File: src/rtl/guard_wdt_pkg.sv
package guard_wdt_pkg;

  // bit 2: long timeout, bit 1: bus clock source, bit 0: enable
  typedef struct packed {
    logic tmo_long;
    logic src_bus;
    logic enable;
  } wdt_cfg_t;

  localparam int unsigned CFG_BITS = 3;
  localparam wdt_cfg_t CFG_RST = '{tmo_long: 1'b1, src_bus: 1'b1, enable: 1'b1};

  function automatic int unsigned max2(input int unsigned a, input int unsigned b);
    return (a > b) ? a : b;
  endfunction

endpackage

File: src/rtl/gw_tick_sync.sv
module gw_tick_sync #(
  parameter int unsigned STAGES = 2
) (
  input  logic clk_i,
  input  logic rst_ni,
  input  logic tick_i,
  output logic rise_o
);
  logic [STAGES-1:0] sync_q;
  logic              last_q;

  generate
    if (STAGES == 1) begin : g_one
      always_ff @(posedge clk_i or negedge rst_ni) begin
        if (!rst_ni) sync_q <= '0;
        else         sync_q <= tick_i;
      end
    end else begin : g_chain
      always_ff @(posedge clk_i or negedge rst_ni) begin
        if (!rst_ni) sync_q <= '0;
        else         sync_q <= {sync_q[STAGES-2:0], tick_i};
      end
    end
  endgenerate

  always_ff @(posedge clk_i or negedge rst_ni) begin
    if (!rst_ni) last_q <= 1'b0;
    else         last_q <= sync_q[STAGES-1];
  end

  assign rise_o = sync_q[STAGES-1] & ~last_q;
endmodule

File: src/rtl/gw_cfg_regs.sv
module gw_cfg_regs
  import guard_wdt_pkg::*;
#(
  parameter int unsigned ADDR_W   = 4,
  parameter int unsigned DATA_W   = 8,
  parameter int unsigned CFG_ADDR = 0,
  parameter int unsigned SVC_ADDR = 1
) (
  input  logic              clk_i,
  input  logic              rst_ni,
  input  logic [ADDR_W-1:0] addr_i,
  input  logic              we_i,
  input  logic [DATA_W-1:0] wdata_i,
  output logic [DATA_W-1:0] rdata_o,
  output wdt_cfg_t          cfg_o,
  output logic              locked_o,
  output logic              cfg_first_wr_o,
  output logic              svc_wr_o
);
  localparam logic [ADDR_W-1:0] CFG_A = ADDR_W'(CFG_ADDR);
  localparam logic [ADDR_W-1:0] SVC_A = ADDR_W'(SVC_ADDR);

  wdt_cfg_t cfg_q;
  logic     locked_q;
  logic     cfg_hit;
  logic     unused_wdata;

  assign cfg_hit        = we_i && (addr_i == CFG_A);
  assign cfg_first_wr_o = cfg_hit && !locked_q;
  assign svc_wr_o       = we_i && (addr_i == SVC_A);
  assign unused_wdata   = ^wdata_i[DATA_W-1:CFG_BITS];

  always_ff @(posedge clk_i or negedge rst_ni) begin
    if (!rst_ni) begin
      cfg_q    <= CFG_RST;
      locked_q <= 1'b0;
    end else if (cfg_first_wr_o) begin
      cfg_q    <= wdt_cfg_t'(wdata_i[CFG_BITS-1:0]);
      locked_q <= 1'b1;
    end
  end

  // service address holds nothing and reads zero
  always_comb begin
    rdata_o = '0;
    if (addr_i == CFG_A) rdata_o[CFG_BITS-1:0] = cfg_q;
  end

  assign cfg_o    = cfg_q;
  assign locked_o = locked_q;
endmodule

File: src/rtl/gw_counter.sv
module gw_counter
  import guard_wdt_pkg::*;
#(
  parameter int unsigned SLOW_SHORT_LOG = 5,
  parameter int unsigned SLOW_LONG_LOG  = 8,
  parameter int unsigned BUS_SHORT_LOG  = 13,
  parameter int unsigned BUS_LONG_LOG   = 18,
  parameter int unsigned CNT_W          = 18
) (
  input  logic             clk_i,
  input  logic             rst_ni,
  input  wdt_cfg_t         cfg_i,
  input  logic             slow_rise_i,
  input  logic             clr_i,
  output logic [CNT_W-1:0] cnt_o,
  output logic [CNT_W-1:0] lim_o,
  output logic             rst_req_o
);
  localparam logic [CNT_W-1:0] LIM_SS = CNT_W'((64'd1 << SLOW_SHORT_LOG) - 64'd1);
  localparam logic [CNT_W-1:0] LIM_SL = CNT_W'((64'd1 << SLOW_LONG_LOG) - 64'd1);
  localparam logic [CNT_W-1:0] LIM_BS = CNT_W'((64'd1 << BUS_SHORT_LOG) - 64'd1);
  localparam logic [CNT_W-1:0] LIM_BL = CNT_W'((64'd1 << BUS_LONG_LOG) - 64'd1);

  logic [CNT_W-1:0] cnt_q;
  logic [CNT_W-1:0] lim;
  logic             step;
  logic             expire;
  logic             req_q;

  always_comb begin
    unique case ({cfg_i.src_bus, cfg_i.tmo_long})
      2'b00:   lim = LIM_SS;
      2'b01:   lim = LIM_SL;
      2'b10:   lim = LIM_BS;
      default: lim = LIM_BL;
    endcase
  end

  assign step   = cfg_i.src_bus | slow_rise_i;
  // service or first config write overrides the expiry
  assign expire = cfg_i.enable && step && (cnt_q == lim) && !clr_i;

  always_ff @(posedge clk_i or negedge rst_ni) begin
    if (!rst_ni) begin
      cnt_q <= '0;
      req_q <= 1'b0;
    end else begin
      req_q <= expire;
      if (!cfg_i.enable || clr_i || expire) cnt_q <= '0;
      else if (step)                        cnt_q <= cnt_q + 1'b1;
    end
  end

  assign cnt_o     = cnt_q;
  assign lim_o     = lim;
  assign rst_req_o = req_q;
endmodule

File: src/rtl/guard_wdt.sv
module guard_wdt
  import guard_wdt_pkg::*;
#(
  parameter int unsigned ADDR_W         = 4,
  parameter int unsigned DATA_W         = 8,
  parameter int unsigned CFG_ADDR       = 0,
  parameter int unsigned SVC_ADDR       = 1,
  parameter int unsigned SYNC_STAGES    = 2,
  parameter int unsigned SLOW_SHORT_LOG = 5,
  parameter int unsigned SLOW_LONG_LOG  = 8,
  parameter int unsigned BUS_SHORT_LOG  = 13,
  parameter int unsigned BUS_LONG_LOG   = 18
) (
  input  logic              clk_i,
  input  logic              rst_ni,
  input  logic              slow_tick_i,
  input  logic [ADDR_W-1:0] bus_addr_i,
  input  logic              bus_we_i,
  input  logic [DATA_W-1:0] bus_wdata_i,
  output logic [DATA_W-1:0] bus_rdata_o,
  output logic              rst_req_o
);
  localparam int unsigned CNT_W =
    max2(max2(SLOW_SHORT_LOG, SLOW_LONG_LOG), max2(BUS_SHORT_LOG, BUS_LONG_LOG));

  wdt_cfg_t         cfg;
  logic             locked;
  logic             cfg_first_wr;
  logic             svc_wr;
  logic             slow_rise;
  logic [CNT_W-1:0] cnt_val;
  logic [CNT_W-1:0] lim_val;

  gw_tick_sync #(.STAGES(SYNC_STAGES)) u_sync (
    .clk_i  (clk_i),
    .rst_ni (rst_ni),
    .tick_i (slow_tick_i),
    .rise_o (slow_rise)
  );

  gw_cfg_regs #(
    .ADDR_W   (ADDR_W),
    .DATA_W   (DATA_W),
    .CFG_ADDR (CFG_ADDR),
    .SVC_ADDR (SVC_ADDR)
  ) u_regs (
    .clk_i          (clk_i),
    .rst_ni         (rst_ni),
    .addr_i         (bus_addr_i),
    .we_i           (bus_we_i),
    .wdata_i        (bus_wdata_i),
    .rdata_o        (bus_rdata_o),
    .cfg_o          (cfg),
    .locked_o       (locked),
    .cfg_first_wr_o (cfg_first_wr),
    .svc_wr_o       (svc_wr)
  );

  gw_counter #(
    .SLOW_SHORT_LOG (SLOW_SHORT_LOG),
    .SLOW_LONG_LOG  (SLOW_LONG_LOG),
    .BUS_SHORT_LOG  (BUS_SHORT_LOG),
    .BUS_LONG_LOG   (BUS_LONG_LOG),
    .CNT_W          (CNT_W)
  ) u_cnt (
    .clk_i       (clk_i),
    .rst_ni      (rst_ni),
    .cfg_i       (cfg),
    .slow_rise_i (slow_rise),
    .clr_i       (svc_wr | cfg_first_wr),
    .cnt_o       (cnt_val),
    .lim_o       (lim_val),
    .rst_req_o   (rst_req_o)
  );
endmodule

File: config.mk
export PLATFORM = sky130hd
export DESIGN_NAME = guard_wdt
export DESIGN_NICKNAME = d
export VERILOG_FILES = /design/src/rtl/guard_wdt_pkg.sv /design/src/rtl/gw_tick_sync.sv /design/src/rtl/gw_cfg_regs.sv /design/src/rtl/gw_counter.sv /design/src/rtl/guard_wdt.sv
export SDC_FILE = /design/constraint.sdc
export NUM_CORES = 1
export LEC_CHECK = 0
export ABC_AREA = 1
export BUFFER_PORTS_ARGS = -buffer_cell sky130_fd_sc_hd__buf_2
export CAP_MARGIN = 20
export CORE_ASPECT_RATIO = 1.1
export CORE_MARGIN = 2
export CORE_UTILIZATION = 50
export CTS_BUF_LIST = sky130_fd_sc_hd__clkbuf_16
export DETAILED_ROUTE_END_ITERATION = 8
export PLACE_DENSITY = 0.75
export SYNTH_ARGS = -nofsm -noshare
export SYNTH_HDL_FRONTEND = slang
export SYNTH_SLANG_ARGS = --single-unit
export TNS_END_PERCENT = 5
File: constraint.sdc
create_clock -name clk_i -period 1.4 [get_ports clk_i]
set_input_delay 0.07 -clock clk_i [delete_from_list [all_inputs] [get_ports clk_i]]
set_output_delay 0.07 -clock clk_i [all_outputs]
set_load 0.03 [all_outputs]
== Word level (Yosys, flattened, before mapping) ==
Cells that the tools add are included.
Operators by class
  reductions and logical operators: 14
  muxes and demuxes: 4
  $add $sub $neg: 1
  bitwise logic cells: 4
  equal/unequal tests: 4
Operator list (count)
  18-bit one-hot mux with 3 select lines: 1
  18-bit 2-to-1 mux: 2
  18-bit by 1-bit adder with 18-bit output, second input constant: 1
  18-bit equality test: 1
  1-bit logical AND: 6
  4-bit by 1-bit equality test with 1-bit output, second input constant: 1
  4-bit logical NOT: 1
  1-bit logical NOT: 3
  3-bit 2-to-1 mux: 1
  2-bit by 1-bit equality test with 1-bit output, second input constant: 1
  2-bit equality test, second input constant: 1
  2-bit logical NOT: 1
  1-bit logical OR: 2
  1-bit OR: 2
  2-bit nonzero test: 1
  1-bit AND: 1
  1-bit inverter: 1
Storage, ports and cells
  output and inout port bits: 9
  register bits after elaboration: 26
  logic and storage cells: 35
  input bits: 16

== Depth between registers and ports, before layout ==
Gate-level depths: netlist of the first run.
  depth after elaboration: 8
  mapped depth: 11
  depth with buffers taken out: 10

== Modules after synthesis ==
From an unflattened synthesis of the first run, not the netlist that was laid out.
Unflattened totals
  cells, all modules: 228
  area, all modules: 1741.7 um^2
Modules (own cells, without submodules)
  gw_counter: seq. area each 475.5 um^2, cells each 184, area each 1378.8 um^2, times used 1
  gw_cfg_regs: seq. area each 103.8 um^2, cells each 36, area each 266.5 um^2, times used 1
  gw_tick_sync: seq. area each 75.1 um^2, cells each 5, area each 85.1 um^2, times used 1
  guard_wdt: seq. area each 0.0 um^2, cells each 3, area each 11.3 um^2, times used 1

== Worst setup path before layout of the first run ==
No wires, ideal clock.
  kind: register -> register
  start point: register u_regs.cfg_q, in the netlist u_regs.cfg_o[1]
  end point: register u_cnt.cnt_q[12], in the netlist u_cnt.cnt_o[12]
  required time: 1.282 ns
  buffers on the path: 1
  arrival: 1.266 ns
  setup time: 0.118 ns
  clock period less this slack: 1.384 ns
  path slack: 0.016 ns
  stages on the path, launching flop included: 9
  cell sequence: dfstp_2 -> inv_1 -> nand2_1 -> nand2_1 -> nor2_1 -> nand2_2 -> nand2_4 -> buf_8 -> nor2_1
Between the ends
  word-level cells in the longest chain between the ends: 7
  elaborated cells on any way between the ends: 12
  those cells by class: 3 x eq/ne; 2 x mux; 1 x bitwise; 6 x reduce/logical
RTL lines
  start, declared: line gw_cfg_regs.sv:23  | wdt_cfg_t cfg_q;
  start signal, assigned: line gw_cfg_regs.sv:38  | cfg_q <= wdt_cfg_t'(wdata_i[CFG_BITS-1:0]);
  2-bit equality test, or another cell as far along: line gw_counter.sv:31  | unique case ({cfg_i.src_bus, cfg_i.tmo_long})
  18-bit one-hot mux with 3 select lines: line gw_counter.sv:31
  18-bit equality test: line gw_counter.sv:41  | assign expire = cfg_i.enable && step && (cnt_q == lim) && !clr_i;
  1-bit logical AND (2 in a row): line gw_counter.sv:41
  1-bit logical OR: line gw_counter.sv:49  | if (!cfg_i.enable || clr_i || expire) cnt_q <= '0;
  18-bit 2-to-1 mux or 2-bit nonzero test (tied branches)
  end signal, assigned: line gw_counter.sv:50  | else if (step) cnt_q <= cnt_q + 1'b1;
  end, declared: line gw_counter.sv:24  | logic [CNT_W-1:0] cnt_q;
Parallel ways exist; a longest one is shown, timed or not.
A chain may end at the register's enable or synchronous reset.

== Final worst setup path of the first run ==
  start point: register u_regs.cfg_q, in the netlist u_regs.cfg_o[1]
  end point: register u_cnt.cnt_q[13], in the netlist u_cnt.cnt_o[13]
The elaborated chain is that of the path after synthesis.

==> summary.md, run 1 <==
| Metric | Value |
|---|---|
| Status | finished with violations |
| Failing checks | setup timing |
| Final period utilization | 1.03 |
| Worst Max-Slew Pin Slew | 0.579 ns |
| Post-Synthesis Cells | 204 |
| Overflow after GRT | 0 |
| Hold Violations, Final | 0 |
| Die H | 61.4 um |
| EDFF count, synth | 0 |
| Met2 usage | 0.328 |
| GR Util met3 | 0.0294 |
| H-tree depth | 1 |
| Critical Path, Cell by Cell | inv_1, nand2_2, nand4_1, o21ai_1, nand3_1, nor2_1 |
| Synth top cells by count | nand2_1, nor2_1, dfrtp_1, inv_1, nand4_1 |
| # IOs | 25 |
| Max Fanout on Critical Path | 5 |
| GRT Max-Usage Layer | met2 |
| Final wirelength | 3170 um |
| CP startpoint kind | register |
| Drt wl/cell | 11.6 um |
| Time the worst path needs with I/O delays and setup | 1.45 ns |
| Crit end category | register |
| Core box area | 2800 sq um |
| RSZ-0062 raised after global routing | true |
| Max-Cap Viols | 0 |
| Die area | 3440 sq um |
| Number of synthesized register bits | 26 |
| Seq/Total Area, Yosys | 0.438 |
| CTS Sinks | 26 |
| Vias per inst | 5.07 |
| Avg Cell Area, Syn | 7.33 sq um |
| Netlist cell types | 24 |
| Number of synthesis warnings | 0 |
| Lkg Pwr | 0.951 nW |
| Async SR Flop Fraction | 1.00 |
| ANT nets after route | 0 |
| Fillers | 251 |
| Synth area leader | dfrtp_1 |
| R2R Setup Slk | -0.05 ns |
| Slew Limit Fails | 0 |
| Detailed Routing Iterations Pass 1 | 4 |
| Critical path arrival | 1.64 ns |
| CTS root buf | clkbuf_16 |
| Top_reg_cell synth | dfrtp_1 |
| Synth area leaders | dfrtp_1, nand2_1, nor2_1 |
| Initial DRC count | 44 |
| Fin nets | 257 |
| Final setup vio count | 12 |
| Rows | 20 |
| Met1 Usage GRT | 0.259 |
| Clock Tree Buf Depth | 2 |
| Layout cells sized above 1 | 0.276 |
| Count leader, synth | nand2_1 |
| CP delay by family, top | simple AND/OR/NAND/NOR gates |
| DRC | 0 |
| TritonCTS clock tree | built |
| Clk Latency, worst-skew pair | 0.26 ns |
| Post-CTS Setup Repair Bufs | 0 |
| Port bufs | 14 |
| Setup Skew | 0.00498 ns |
| Diodes inserted | 0 |
| CTS Buf Count | 3 |
| Die Wd | 56.1 um |
| Vias post-DR | 1,378 |
| Pre-CTS setup slack | -0.118 ns |
| Final WS setup | -0.0487 ns |
| Synth-to-layout area growth | 26.8% |
| Worst hold path class | input port to register |
| Fmax | 690 MHz |
| Worst EP required | 1.59 ns |
| Max incr delay on CP | 0.55 ns |
| VDD IR max | 758 uV |
| First-pass GRT wire length | 5210 um |
| Vias in the first global route | 1,232 |
| Final Util | 0.676 |
| Worst path bufs/invs | 1 |
| Initial Util | 0.533 |
| Pwr Density | 1090 nW/um^2 |
| CP max stage cell | dfstp_2 |
| Initial antenna violation count | 0 |
| Gpl congestion | 0.854 |
| Critical path class | register to register |
| Yosys top cell area share | 0.385 |
| Dpl hpwl | 2200 um |
| Largest net degree at the start of global routing | 27 |
| Overall routing resource usage | 0.194 |
| Slew HR | 0.614 |
| Syn Std Cell Area | 1500 sq um |
| Clock-pin slew on the worst setup and hold paths | 0.06 ns |
## power breakdown
part           leakage, nW  total, mW  internal [mW]  switching, mW
clock network       0.0423      0.635          0.382          0.252
registers            0.326      0.928          0.850         0.0779
logic                0.583      0.502          0.225          0.277
total                0.951       2.06           1.46          0.607
## what timing repair did
action	CTS	global route
gates resized for setup	6	19
pin swaps	5	5
hold buffers	2	0
cloned	0	1
setup endpoints to repair	18	19
endpoints found under the hold margin	24	0
## kinds of logic (layout without fill, tap and decap cells)
kind of cell	after synthesis	count (layout)	share of synthesized area
flops	26	26	0.438
compound gates	12	12	0.0418
simple gates	124	125	0.357
fa+ha+maj	1	1	0.00837
buf+inv	31	61	0.0996
xor+xnor	9	9	0.0527
other cells	1	5	0.00251
## through the flow
| step | instances | power (mW) | hold WS [ns] | setup TNS, ns | area [sq um] |
|---|---|---|---|---|---|
| 5_1_grt | 272 | 2.17 | 0.0328 | -2.10 | 1900 |
| 2_1_floorplan | 208 | 1.23 | -0.226 | 0 | 1510 |
| 6_report | 272 | 2.06 | 0.0254 | -0.264 | 1900 |
| 3_5_place_dp | 265 | 1.38 | 0.105 | -1.86 | 1710 |
| 3_3_place_gp | 265 | 1.37 | 0.105 | -2.44 | 1710 |
| 4_1_cts | 271 | 2.05 | 0.0241 | -0.389 | 1830 |
## routing by layer
metal,wire [um],vias up
met2,1480,29
met5,0,-
met4,32,0
met3,115,3
li1,-,699
met1,1540,647
## worst paths after layout
kind | start | endpoint | cells after the start
worst max-delay path | u_regs.cfg_o[1] | u_cnt.cnt_o[13] | 6
worst min-delay path | bus_wdata_i[1] | u_regs.cfg_o[1] | 3
worst max register to register | u_regs.cfg_o[1] | u_cnt.cnt_o[13] | 6
worst min register to register | u_sync.sync_q[0] | u_sync.sync_q[1] | 0
max in group asynchronous | rst_ni | u_cnt.cnt_o[6] | 2
min in group asynchronous | rst_ni | u_regs.locked_o | 2
## layout by cell type (no fill, tap or decap), drive strengths merged, types with 2 or more instances in the layout
master / count
dlygate4sd3: 2
xnor2: 2
conb: 5
or2: 2
xor2: 7
dfstp: 3
o21ai: 6
nand3: 8
dfrtp: 23
nand4: 11
clkbuf: 3
buf: 32
nand2: 56
inv: 24
nor2: 45
a21oi: 5
nor3: 2
## flip-flops by register name (all words and copies together) (netlist names)
register / count
u_cnt.cnt_o: 18
u_regs.cfg_o: 3
u_sync.sync_q: 2
u_cnt.rst_req_o: 1
u_regs.locked_o: 1
u_sync.last_q: 1
## layout make-up
class                   count  area, sq um  share of cell area
flip-flops and latches     26          656               0.346
repair buffers             34          241               0.127
clock inverters             1         3.75             0.00198
inverters                  23         86.3              0.0455
multi-input cells         152          792               0.418
well taps                  33         41.3              0.0218
clock buffers               3         75.1              0.0396
## worst min-delay path, delay by kind of cell
family / cells / cell delay [ns]
AO/OA/AOI/OAI: 1 / 0.06
AND/OR/NAND/NOR: 1 / 0.04
buffers and inverters: 1 / 0.08
No activity file was read; power rests on OpenSTA's default activity.
==> run 2, diff against run 1 <==
--- a/config.mk
+++ b/config.mk
@@ -7,9 +7,7 @@
 export LEC_CHECK = 0
 export ABC_AREA = 1
 export BUFFER_PORTS_ARGS = -buffer_cell sky130_fd_sc_hd__buf_2
-export CAP_MARGIN = 20
 export CORE_ASPECT_RATIO = 1.1
-export CORE_MARGIN = 2
 export CORE_UTILIZATION = 50
 export CTS_BUF_LIST = sky130_fd_sc_hd__clkbuf_16
 export DETAILED_ROUTE_END_ITERATION = 8
==> run 2 against run 1 <==
Net effect: the run still ends with setup timing left; combinational power grew 6.4%; maximum frequency shrank 2.7%; via count up 3.1%; count of clock-buffer cells in the layout unchanged; first-iteration DRC count increased by 27%; routed wire length rose by 10%; non-clock buffer count rose by 5; critical path type unchanged; largest cell class unchanged.
==> summary.md, run 2 (synthesis results as in run 1) <==
| Metric | Value |
|---|---|
| Final period utilization | 1.06 (was 1.03) |
| Setup Skew | 0.00724 ns (was 0.00498 ns) |
| Initial DRC count | 56 (was 44) |
| Failing checks | setup timing (unchanged) |
| Die Wd | 54.1 um (was 56.1 um) |
| Fmax | 672 MHz (was 690 MHz) |
| # placed instances | 266 (was 265) |
| Critical Path, Cell by Cell | ha_1, nand2_1, nor2_1, nand2_1, nor2_2, nand2_4, buf_6, nor3_2 (was inv_1, nand2_2, nand4_1, o21ai_1, nand3_1, nor2_1) |
| Final setup vio count | 19 (was 12) |
| # IOs | 25 (unchanged) |
| Overflow after GRT | 0 (unchanged) |
| Port bufs | 14 (unchanged) |
| Core box area | 2800 sq um (unchanged) |
| Worst path bufs/invs | 1 (unchanged) |
| Gpl congestion | 0.857 (was 0.854) |
| Lkg Pwr | 0.990 nW (was 0.951 nW) |
| CTS Sinks | 26 (unchanged) |
| CP startpoint kind | register (unchanged) |
| Worst EP required | 1.58 ns (was 1.59 ns) |
| Clk Latency, worst-skew pair | 0.26 ns (about the same) |
| Layout cells sized above 1 | 0.266 (was 0.276) |
| Die H | 59.4 um (was 61.4 um) |
| Max-Cap Viols | 0 (unchanged) |
| Slew Limit Fails | 0 (unchanged) |
| RSZ-0062 raised after global routing | true (unchanged) |
| Die area | 3210 sq um (was 3440 sq um) |
| Hold Path End | u_regs.cfg_o[1] (unchanged) |
| Detailed Routing Iterations Pass 1 | 4 (unchanged) |
| Reg2reg end | u_cnt.rst_req_o (was u_cnt.cnt_o[13]) |
| Critical path arrival | 1.67 ns (was 1.64 ns) |
| Max FFs per register | 18 (unchanged) |
| Critical path class | register to register (unchanged) |
| Time the worst path needs with I/O delays and setup | 1.49 ns (was 1.45 ns) |
| Rows | 20 (unchanged) |
| Min-delay src | bus_wdata_i[1] (unchanged) |
| Final wirelength | 3500 um (was 3170 um) |
| Hold Violations, Final | 0 (unchanged) |
| H-tree depth | 1 (unchanged) |
| Initial Util | 0.533 (unchanged) |
| Largest net degree at the start of global routing | 27 (unchanged) |
| Most used cell, CP | nand2_1 |
| Status | finished with violations (unchanged) |
| Fin nets | 262 (was 257) |
| Vias in the first global route | 1,325 (was 1,232) |
| Reg-to-reg startpoint | u_cnt.cnt_o[0] (was u_regs.cfg_o[1]) |
| Setup tns final | -1.19 ns (was -0.264 ns) |
| Diodes inserted | 0 (unchanged) |
| CP max stage cell | dfrtp_1 (was dfstp_2) |
| R2R Setup Slk | -0.09 ns (was -0.05 ns) |
| VDD IR max | 826 uV (was 758 uV) |
| Worst hold path class | input port to register (unchanged) |
| TritonCTS clock tree | built (unchanged) |
| First-pass GRT wire length | 5510 um (was 5210 um) |
| ANT nets after route | 0 (unchanged) |
| Pre-CTS setup slack | -0.163 ns (was -0.118 ns) |
| CP delay by family, top | simple AND/OR/NAND/NOR gates (unchanged) |
| Final WS setup | -0.0882 ns (was -0.0487 ns) |
| Vias per inst | 5.13 (was 5.07) |
| Max incr delay on CP | 0.36 ns (was 0.55 ns) |
| Crit end category | register (unchanged) |
| Clock Tree Buf Depth | 2 (unchanged) |
| Highest-count cells in the layout ignoring fill and taps | nand2_1, nor2_1, inv_1 (was nand2_1, nor2_1, inv_1, dfrtp_1, buf_4) |
| Commonest non-fill, non-tap cell in the layout | nand2_1 (unchanged) |
| Reg2reg path depth | 8 (was 6) |
| Slew HR | 0.606 (was 0.614) |
| CTS Buf Count | 3 (unchanged) |
| Dpl hpwl | 2260 um (was 2200 um) |
| Clock-pin slew on the worst setup and hold paths | 0.07 ns (was 0.06 ns) |
| Hold slack | 0.0245 ns (was 0.0254 ns) |
| Worst Max-Slew Pin Slew | 0.591 ns (was 0.579 ns) |
| Overall routing resource usage | 0.240 (was 0.194) |
| Initial antenna violation count | 0 (unchanged) |
| Vias post-DR | 1,421 (was 1,378) |
| Max Fanout on Critical Path | 5 (unchanged) |
| CTS root buf | clkbuf_16 (unchanged) |
| Hold Path Depth | 3 (unchanged) |
| Pwr Density | 1080 nW/um^2 (was 1090 nW/um^2) |
| Synth-to-layout area growth | 30.5% (was 26.8%) |
| DRC | 0 (unchanged) |
| Final cell count without fillers | 277 (was 272) |
| Drt wl/cell | 12.6 um (was 11.6 um) |
[run 2: worst max-delay path by stage]
stage	startpoint	to	slack, ns	cells past startpoint
finish	u_cnt.cnt_o[0]	u_cnt.rst_req_o	-0.09	8
global route	u_cnt.cnt_o[0]	u_cnt.rst_req_o	-0.19	8
CTS	u_regs.cfg_o[1]	u_cnt.cnt_o[17]	-0.05	10
detailed placement	u_regs.cfg_o[1]	u_cnt.cnt_o[17]	-0.16	7
global placement	u_regs.cfg_o[1]	u_cnt.cnt_o[0]	-0.13	7
floorplan	u_regs.cfg_o[1]	u_cnt.cnt_o[12]	0.02	8
[run 2: worst reg2reg max path: stages (launching register included)]
cell and delay [ns]:
dfrtp_1 0.36, ha_1 0.17, nand2_1 0.07, nor2_1 0.15, nand2_1 0.13, nor2_2 0.17
nand2_4 0.13, buf_6 0.14, nor3_2 0.08
[run 2: final cells by class]
cell class,count,area [sq um]
timing repair buffer,39,282
fill,224,851
clock buffer,3,75.1
inverter,23,86.3
clock inverter,1,3.75
sequential,26,656
multi-input combinational,152,808
tap,33,41.3
[run 2: repair_timing]
item	in CTS	in global routing
setup buffers	3	1
endpoints found under the hold margin	24	0
gates resized for setup	8	17
setup endpoints to repair	19	20
pin swaps	6	9
cloned	0	1
hold buffers	2	0
[run 2: metal layers]
metal / share of wire / vias to the layer above / GRT usage
li1: - / 709 / -
met1: 0.45 / 663 / 0.322
met2: 0.48 / 42 / 0.369
met3: 0.048 / 7 / 0.0436
met4: 0.018 / 0 / 0.114
met5: 0 / - / 0
[run 2: through the flow]
| step | util | cell area, sq um | power [mW] |
|---|---|---|---|
| global placement | 0.612 | 1710 | 1.39 |
| finish | 0.696 | 1950 | 2.10 |
| global route | 0.696 | 1950 | 2.21 |
| detailed placement | 0.612 | 1710 | 1.41 |
| floorplan | - | 1510 | 1.23 |
| CTS | 0.667 | 1870 | 2.09 |
[run 2: report_power, final]
group	switching (mW)	total [mW]	internal (mW)	leakage, nW
combinational	0.283	0.534	0.251	0.622
sequential	0.0792	0.930	0.851	0.326
clock	0.257	0.639	0.383	0.0423
total	0.619	2.10	1.48	0.990
==> run 3, diff against run 2 <==
--- a/config.mk
+++ b/config.mk
@@ -11,7 +11,7 @@
 export CORE_UTILIZATION = 50
 export CTS_BUF_LIST = sky130_fd_sc_hd__clkbuf_16
 export DETAILED_ROUTE_END_ITERATION = 8
-export PLACE_DENSITY = 0.75
+export PLACE_DENSITY = 0.84
 export SYNTH_ARGS = -nofsm -noshare
 export SYNTH_HDL_FRONTEND = slang
 export SYNTH_SLANG_ARGS = --single-unit
==> run 3 against run 2 <==
Net effect: the run still ends with setup timing left; worst setup slack better by 0.048 ns; clock skew down 0.0050 ns; maximum frequency up 3.3%; clock power about the same; hold slack worse by 0.0073 ns; first-iteration DRC count down 3.6%; largest power group unchanged; highest routed layer unchanged.
==> summary.md, run 3 (synthesis results as in run 1) <==
| Metric | Value |
|---|---|
| Status | finished with violations (unchanged) |
| Failing checks | setup timing (unchanged) |
| CTS Sinks | 26 (unchanged) |
| ANT nets after route | 0 (unchanged) |
| Port bufs | 14 (unchanged) |
| Critical path class | register to register (unchanged) |
| R2R Setup Slk | -0.04 ns (was -0.09 ns) |
| Reg-to-reg startpoint | u_cnt.cnt_o[1] (was u_cnt.cnt_o[0]) |
| Worst Max-Slew Pin Slew | 0.551 ns (was 0.591 ns) |
| Initial Util | 0.533 (unchanged) |
| Max Fanout on Critical Path | 3 (was 5) |
| Initial DRC count | 54 (was 56) |
| Crit end category | register (unchanged) |
| Overflow after GRT | 0 (unchanged) |
| Drt wl/cell | 11.3 um (was 12.6 um) |
| Hold Violations, Final | 0 (unchanged) |
| Largest net degree at the start of global routing | 27 (unchanged) |
| Diodes inserted | 0 (unchanged) |
| Highest-count cells in the layout ignoring fill and taps | nand2_1, nor2_1, inv_1 (unchanged) |
| Setup Skew | 0.00224 ns (was 0.00724 ns) |
| CTS Buf Count | 3 (unchanged) |
| First-pass GRT wire length | 4880 um (was 5510 um) |
| Hold Path Depth | 3 (unchanged) |
| Overall routing resource usage | 0.210 (was 0.240) |
| Final WS setup | -0.0401 ns (was -0.0882 ns) |
| Worst EP required | 1.55 ns (was 1.58 ns) |
| Core box area | 2800 sq um (unchanged) |
| RSZ-0062 raised after global routing | true (unchanged) |
| Detailed Routing Iterations Pass 1 | 4 (unchanged) |
| Dpl hpwl | 2160 um (was 2260 um) |
| Vias per inst | 5.02 (was 5.13) |
| Setup tns final | -0.442 ns (was -1.19 ns) |
| Gpl congestion | 0.842 (was 0.857) |
| Synth-to-layout area growth | 23.1% (was 30.5%) |
| Lkg Pwr | 0.940 nW (was 0.990 nW) |
| Fin nets | 255 (was 262) |
| Die area | 3210 sq um (unchanged) |
| Final cell count without fillers | 270 (was 277) |
| Clock-pin slew on the worst setup and hold paths | 0.06 ns (was 0.07 ns) |
| Fmax | 694 MHz (was 672 MHz) |
| Rows | 20 (unchanged) |
| Clk Latency, worst-skew pair | 0.26 ns (about the same) |
| Pwr Density | 1110 nW/um^2 (was 1080 nW/um^2) |
| Reg2reg path depth | 7 (was 8) |
| Vias in the first global route | 1,196 (was 1,325) |
| Initial antenna violation count | 0 (unchanged) |
| # IOs | 25 (unchanged) |
| TritonCTS clock tree | built (unchanged) |
| Die H | 59.4 um (unchanged) |
| DRC | 0 (unchanged) |
| Crit. Startpoint | u_cnt.cnt_o[1] (was u_cnt.cnt_o[0]) |
| Layout cells sized above 1 | 0.228 (was 0.266) |
| Max-Cap Viols | 0 (unchanged) |
| # placed instances | 263 (was 266) |
| Die Wd | 54.1 um (unchanged) |
| Min-delay src | bus_wdata_i[2] (was bus_wdata_i[1]) |
| VDD IR max | 897 uV (was 826 uV) |
| H-tree depth | 1 (unchanged) |
| CTS root buf | clkbuf_16 (unchanged) |
| Hold slack | 0.0172 ns (was 0.0245 ns) |
| Max FFs per register | 18 (unchanged) |
| Vias post-DR | 1,355 (was 1,421) |
| Time the worst path needs with I/O delays and setup | 1.44 ns (was 1.49 ns) |
| Final period utilization | 1.03 (was 1.06) |
| Slew Limit Fails | 0 (unchanged) |
| Commonest non-fill, non-tap cell in the layout | nand2_1 (unchanged) |
| Final wirelength | 3050 um (was 3500 um) |
| Final setup vio count | 18 (was 19) |
| Worst hold path class | input port to register (unchanged) |
| Clock Tree Buf Depth | 2 (unchanged) |
| Pre-CTS setup slack | -0.0808 ns (was -0.163 ns) |
| Critical path arrival | 1.59 ns (was 1.67 ns) |
| CP startpoint kind | register (unchanged) |
| Slew HR | 0.632 (was 0.606) |
run 3: changes by cell type in the layout (fill, tap and decap cells not counted), sizes merged:
cell | before | now
clkinv | 0 | 1
inv | 24 | 23
nand2 | 56 | 55
buf | 37 | 31
run 3: worst max-delay path, stage by stage (launching register included):
cell,delay [ns]
dfrtp_1,0.35
buf_4,0.12
nand3_1,0.08
nor2_1,0.19
nand4_1,0.19
buf_4,0.19
xor2_1,0.15
nor2_1,0.07
run 3: final timing paths:
check	end
max in group asynchronous	u_cnt.cnt_o[8]
hold reg to reg	u_sync.sync_q[1]
hold / removal	u_regs.cfg_o[2]
setup reg to reg	u_cnt.cnt_o[11]
min in group asynchronous	u_cnt.cnt_o[10]
setup / recovery	u_cnt.cnt_o[11]
run 3: metal layers:
layer  global-route usage  up-vias  wire length (um)
met3               0.0333        5                84
met1                0.242      628              1380
met5                    0        -                 0
met4               0.0952        0                48
li1                     -      697                 -
met2                0.369       25              1540
run 3: through the flow:
step	utilization	total power, mW	area [sq um]
after floorplan	-	1.23	1510
after global placement	0.599	1.35	1680
after detailed placement	0.599	1.37	1680
after CTS	0.642	2.01	1800
after global routing	0.657	2.16	1840
final	0.657	2.05	1840
run 3: cell type report:
| class | count | area, sq um |
|---|---|---|
| clock buffers | 3 | 75.1 |
| clock inverters | 1 | 3.75 |
| fillers | 237 | 962 |
| inverters | 23 | 86.3 |
| multi-input cells | 151 | 753 |
| flip-flops and latches | 26 | 656 |
| well taps | 33 | 41.3 |
| repair buffers | 33 | 225 |
run 3: timing repair:
action	CTS	global route
hold buffers	2	0
gates resized for setup	4	11
setup buffers	0	1
setup endpoints to repair	18	19
hold endpoints to repair	24	0
pin swaps	0	4
run 3: power by group:
part	leakage, nW	total (mW)	internal (mW)	switching [mW]
logic	0.575	0.467	0.218	0.248
registers	0.326	0.942	0.849	0.0934
clock network	0.0385	0.638	0.383	0.256
